<file path="config.mk">
export PLATFORM = sky130hd
export DESIGN_NAME = bus_cycle_guard
export DESIGN_NICKNAME = d
export VERILOG_FILES = /design/src/rtl/bcg_pkg.sv /design/src/rtl/bcg_rst_sync.sv /design/src/rtl/bcg_limit_reg.sv /design/src/rtl/bcg_cycle_timer.sv /design/src/rtl/bcg_fault_blink.sv /design/src/rtl/bus_cycle_guard.sv
export SDC_FILE = /design/constraint.sdc
export NUM_CORES = 1
export LEC_CHECK = 0
export ABC_AREA = 1
export CORE_UTILIZATION = 58
export CTS_CLUSTER_DIAMETER = 60
export DETAILED_ROUTE_END_ITERATION = 6
export PLACE_DENSITY = 0.8
export SKIP_LAST_GASP = 1
export SYNTH_ARGS = -nofsm -noshare
export SYNTH_HDL_FRONTEND = slang
export SYNTH_SLANG_ARGS = --single-unit
</file>
<file path="constraint.sdc">
create_clock -name clk -period 2 [get_ports clk]
set_clock_uncertainty 0.05 [all_clocks]
set_input_delay 0.2 -clock clk [delete_from_list [all_inputs] [get_ports clk]]
set_output_delay 0.2 -clock clk [all_outputs]
set_load 0.005 [all_outputs]
</file>
<file path="src/rtl/bcg_pkg.sv">
package bcg_pkg;
  // number of status LED drives fed by the blinker
  localparam int unsigned LED_COUNT = 2;

  // access tracking state of the cycle timer
  typedef enum logic [1:0] {
    ACC_IDLE  = 2'd0,
    ACC_RUN   = 2'd1,
    ACC_SPENT = 2'd2
  } acc_state_e;
endpackage

</file>
<file path="src/rtl/bcg_rst_sync.sv">
module bcg_rst_sync (
  input  logic clk,
  input  logic rst_n,
  output logic rst_sync_n
);
  logic [1:0] sync_q;

  always_ff @(posedge clk or negedge rst_n) begin
    if (!rst_n) begin
      sync_q <= 2'b00;
    end else begin
      sync_q <= {sync_q[0], 1'b1};
    end
  end

  assign rst_sync_n = sync_q[1];
endmodule

</file>
<file path="src/rtl/bcg_limit_reg.sv">
module bcg_limit_reg #(
  parameter int unsigned LIM_W = 8
) (
  input  logic             clk,
  input  logic             rst_n,
  input  logic             wr_en,
  input  logic [LIM_W-1:0] wr_data,
  output logic [LIM_W-1:0] limit_q
);
  logic [LIM_W-1:0] limit_r;

  always_ff @(posedge clk or negedge rst_n) begin
    if (!rst_n) begin
      limit_r <= '0;
    end else if (wr_en) begin
      limit_r <= wr_data;
    end
  end

  assign limit_q = limit_r;
endmodule

</file>
<file path="src/rtl/bcg_cycle_timer.sv">
module bcg_cycle_timer
  import bcg_pkg::*;
#(
  parameter int unsigned LIM_W = 8
) (
  input  logic             clk,
  input  logic             rst_n,
  input  logic [LIM_W-1:0] limit_i,
  input  logic             cyc_active,
  input  logic             cyc_done,
  output logic             term_o,
  output logic [LIM_W-1:0] lim_cur_o
);
  acc_state_e       state_q, state_n;
  logic [LIM_W-1:0] cnt_q, cnt_n;
  logic [LIM_W-1:0] lim_q, lim_n;
  logic             term_q, term_n;
  logic             acc_end;
  logic             armed;

  assign acc_end = cyc_done | ~cyc_active;
  assign armed   = (lim_q != '0);

  always_comb begin
    state_n = state_q;
    cnt_n   = cnt_q;
    lim_n   = lim_q;
    term_n  = 1'b0;
    unique case (state_q)
      ACC_IDLE: begin
        if (!acc_end) begin
          state_n = ACC_RUN;
          cnt_n   = LIM_W'(1);
          lim_n   = limit_i;
        end
      end
      ACC_RUN: begin
        if (acc_end) begin
          state_n = ACC_IDLE;
          cnt_n   = '0;
        end else if (armed) begin
          if (cnt_q == lim_q) begin
            term_n  = 1'b1;
            state_n = ACC_SPENT;
          end else begin
            cnt_n = cnt_q + 1'b1;
          end
        end
      end
      ACC_SPENT: begin
        if (acc_end) begin
          state_n = ACC_IDLE;
          cnt_n   = '0;
        end
      end
      default: begin
        state_n = ACC_IDLE;
        cnt_n   = '0;
      end
    endcase
  end

  always_ff @(posedge clk or negedge rst_n) begin
    if (!rst_n) begin
      state_q <= ACC_IDLE;
      cnt_q   <= '0;
      lim_q   <= '0;
      term_q  <= 1'b0;
    end else begin
      state_q <= state_n;
      cnt_q   <= cnt_n;
      lim_q   <= lim_n;
      term_q  <= term_n;
    end
  end

  assign term_o    = term_q;
  assign lim_cur_o = lim_q;
endmodule

</file>
<file path="src/rtl/bcg_fault_blink.sv">
module bcg_fault_blink #(
  parameter int unsigned HALF  = 1000000,
  parameter int unsigned N_LED = 2
) (
  input  logic             clk,
  input  logic             rst_n,
  input  logic             fault_i,
  output logic [N_LED-1:0] led_o
);
  localparam int unsigned DIV_W = (HALF > 1) ? $clog2(HALF) : 1;
  localparam logic [DIV_W-1:0] DIV_LAST = DIV_W'(HALF - 1);

  logic [DIV_W-1:0] div_q, div_n;
  logic             ph_q, ph_n;
  logic             lit_n;

  // idle preset makes the first fault clock wrap into the lit phase
  always_comb begin
    if (!fault_i) begin
      div_n = DIV_LAST;
      ph_n  = 1'b1;
    end else if (div_q == DIV_LAST) begin
      div_n = '0;
      ph_n  = ~ph_q;
    end else begin
      div_n = div_q + 1'b1;
      ph_n  = ph_q;
    end
    lit_n = fault_i & ~ph_n;
  end

  always_ff @(posedge clk or negedge rst_n) begin
    if (!rst_n) begin
      div_q <= DIV_LAST;
      ph_q  <= 1'b1;
    end else begin
      div_q <= div_n;
      ph_q  <= ph_n;
    end
  end

  for (genvar g = 0; g < N_LED; g++) begin : g_led
    logic led_q;
    always_ff @(posedge clk or negedge rst_n) begin
      if (!rst_n) begin
        led_q <= 1'b0;
      end else begin
        led_q <= lit_n;
      end
    end
    assign led_o[g] = led_q;
  end
endmodule

</file>
<file path="src/rtl/bus_cycle_guard.sv">
module bus_cycle_guard
  import bcg_pkg::*;
#(
  parameter int unsigned LIM_W      = 8,
  parameter int unsigned BLINK_HALF = 1000000
) (
  input  logic             clk,
  input  logic             rst_n,
  input  logic [LIM_W-1:0] cfg_wdata,
  input  logic             cfg_we,
  output logic [LIM_W-1:0] cfg_rdata,
  input  logic             cyc_active,
  input  logic             cyc_done,
  output logic             force_term,
  output logic             irq_flag,
  input  logic             irq_clr,
  output logic             led_a,
  output logic             led_b
);
  logic                 rst_sync_n;
  logic [LIM_W-1:0]     limit_q;
  logic [LIM_W-1:0]     cur_lim;
  logic                 term;
  logic                 irq_q, irq_n;
  logic [LED_COUNT-1:0] leds;

  bcg_rst_sync u_rst (
    .clk        (clk),
    .rst_n      (rst_n),
    .rst_sync_n (rst_sync_n)
  );

  bcg_limit_reg #(.LIM_W(LIM_W)) u_reg (
    .clk     (clk),
    .rst_n   (rst_sync_n),
    .wr_en   (cfg_we),
    .wr_data (cfg_wdata),
    .limit_q (limit_q)
  );

  bcg_cycle_timer #(.LIM_W(LIM_W)) u_tmr (
    .clk        (clk),
    .rst_n      (rst_sync_n),
    .limit_i    (limit_q),
    .cyc_active (cyc_active),
    .cyc_done   (cyc_done),
    .term_o     (term),
    .lim_cur_o  (cur_lim)
  );

  // set has priority over a clear on the same clock
  always_comb begin
    irq_n = term | (irq_q & ~irq_clr);
  end

  always_ff @(posedge clk or negedge rst_sync_n) begin
    if (!rst_sync_n) begin
      irq_q <= 1'b0;
    end else begin
      irq_q <= irq_n;
    end
  end

  bcg_fault_blink #(.HALF(BLINK_HALF), .N_LED(LED_COUNT)) u_blink (
    .clk     (clk),
    .rst_n   (rst_sync_n),
    .fault_i (irq_q),
    .led_o   (leds)
  );

  assign cfg_rdata  = limit_q;
  assign force_term = term;
  assign irq_flag   = irq_q;
  assign led_a      = leds[0];
  assign led_b      = leds[1];
endmodule

</file>
==> metrics.csv <==
metric,value,unit
ys_types,34,
cts_buffers,5,
period_share,86.6,%
setup_slack,0.268,ns
path_cells,ha_1 > nand3_2 > nor3_2 > nand3_2 > nand2_1 > nand3_2 > inv_2,
synthDominantAreaCellType,dfrtp_1,
p_leak,1.60,nW
yosysWarningCount,0,
fmax,577,MHz
io_pins,26,
startpoint,u_blink.div_q[0],
wl_per_cell,11.7,um
via_per_inst,5.03,
fin_setup_tns,0,ns
clk_pin_slew,0.09,ns
yosysTopAreaCellShare,33.0,%
antenna_found_initial,0,
slew_violations,0,
placementRows,25,
start_util,61.3,%
syn-cell-area,2950,um^2
cp_slowest_cell,dfstp_2,
fill_cells,422,
arrival,1.94,ns
drt_wl_total,5.87,mm
p_per_area,653,nW/um^2
cts_hold_buffers,1,
grt_pass1_wl,10.4,mm
holdWs,0.127,ns
hp-class,register to async pin,
drc,0,
design_area,3390,um^2
cp_max_fo,8,
die_y,73.4,um
worstRegToRegCells,7,
dieWidth,73.4,um
synthTopCellsByCount,"nand2_1, nor2_1, inv_1",
crit_required,2.21,ns
clock_path_buffers,2,
async_flop_share,100,%
hpwl,4.46,mm
place.gp.congestion,0.960,
stdcell_count,502,
first_pass_iters,4,
drive_gt1_share,14.3,%
io_buffers,25,
dp.cells,493,
r2r_start,u_blink.div_q[0],
synth-seq-cells,52,
crit_path_start_kind,register,
drtIter0Drc,211,
setup_violations,0,
rsz0062_at_grt,no,
status,completed,
grt_pass1_vias,2355,
syn-num-nets,421,
cts_setup_buffers,0,
cts_tree,built,
cts_root_buf,clkbuf_8,
antennaDiodeCount,0,
cpPeakStageDelay,0.61,ns
synth_area_leaders,"dfrtp_1, nand2_1, dfstp_2",
overflow,0,
critPathBufInv,1,
ir_drop,0.627,mV
cts_resized,0,
critical_path_depth,7,
cts.sinks,52,
cp-end-kind,register,
fin_crit,1.73,ns
grt_usage,25.2,%
critPathKind,register to register,
htree_levels,2,
antenna_left,0,
yosysMostFrequentCell,nand2_1,
maxCapViolations,0,
place_ws,0.273,ns
die_area,5380,um^2
critical-path-top-delay-family,simple AND/OR/NAND/NOR gates,
syn_to_final_growth,14.8,%
layout.nets,450,
syn_avg_cell_area,7.29,um^2
fp.coreArea,4820,um^2
placed_area,3270,um^2
clock_latency,0.31,ns
synth-edff-count,0,
path_common_cell,nand3_2,
hold_violations,0,
vias,2524,
yosysSeqAreaShare,44.6,%
synthCells,405,
synthFlopType,dfrtp_1,
grt_max_degree,37,
[cell type report]
cell class	instances	area [um^2]	area share, %
Clock buffer	7	97.6	2.88
Clock inverter	1	8.76	0.258
Inverter	62	234	6.90
Multi-Input combinational cell	285	1360	40.1
Sequential cell	52	1320	38.9
Tap cell	67	83.8	2.47
Timing Repair Buffer	28	288	8.49
[routing by layer]
layer | wire length, um | global-route usage [%]
met3 | 277 | 4.94
met2 | 2500 | 37.9
met5 | 0 | 0
met1 | 3050 | 36.7
met4 | 48 | 8.55
[kinds of logic (layout without fill, tap and decap cells)]
family,count (synthesis),count (layout),synth area share (%)
AOI/OAI and AO/OA,28,28,5.38
xor gates and xnor gates,10,10,2.97
adders and majority gates,2,2,0.847
buffers and inverters,68,98,9.36
DFF,52,52,44.6
other,1,1,0.127
and+or+nand+nor,244,244,36.7
[power by group]
group          total (mW)  internal (mW)  switching, mW
Sequential           1.17           1.11         0.0603
Clock               0.684          0.328          0.356
Combinational       0.362          0.154          0.208
Total                2.22           1.59          0.624
[cell usage in the layout (no fill, tap or decap), types with 2 or more instances in the layout]
cell,instances
nor2_2,5
nor3_2,3
xor2_1,9
clkbuf_8,5
o21ai_0,14
clkdlybuf4s50_1,25
nand3_2,5
nand4_1,8
nor2_4,2
dfrtp_1,38
nor3_1,8
nand2_1,134
nand2_4,2
inv_1,42
dfstp_2,13
ha_1,2
clkinv_1,2
nor2_1,44
nand3_1,29
inv_2,17
nand2_2,2
o21ai_1,9
[registers in the layout, indices dropped and copies added, names as in the netlist]
| register | flops |
|---|---|
| u_reg.limit_q | 8 |
| irq_flag | 1 |
| u_tmr.term_o | 1 |
| u_blink.ph_q | 1 |
| u_tmr.cnt_q | 8 |
| u_blink.g_led.led_q | 1 |
| u_blink.div_q | 20 |
| u_rst.sync_q | 2 |
| u_tmr.lim_cur_o | 8 |
| u_tmr.state_q | 2 |
[stage by stage]
| stage | power (mW) | utilization [%] |
|---|---|---|
| after floorplan | 1.43 | - |
| after detailed placement | 1.55 | 68.0 |
| after global placement | 1.54 | 68.0 |
| after CTS | 2.24 | 70.4 |
| final | 2.22 | 70.4 |
| after global routing | 2.34 | 70.4 |
[final timing paths]
path / end / slack, ns
setup reg to reg: u_blink.g_led[0].led_q / 0.27
hold reg to reg: u_blink.g_led[0].led_q / 0.13
min in group clk: u_rst.sync_q[1] / 0.31
max in group asynchronous: u_blink.div_q[16] / 1.22
setup / recovery: u_blink.g_led[0].led_q / 0.27
hold / removal: u_blink.g_led[0].led_q / 0.13
[worst reg2reg max path: cells and delay by family, from the launching register on]
kind,cells,cell delay [ns]
adder cells (fa/ha/maj),1,0.22
buffers and inverters,1,0.05
flip-flops,1,0.61
AND/OR/NAND/NOR,5,0.75
Power figures use the tool's default switching activity.
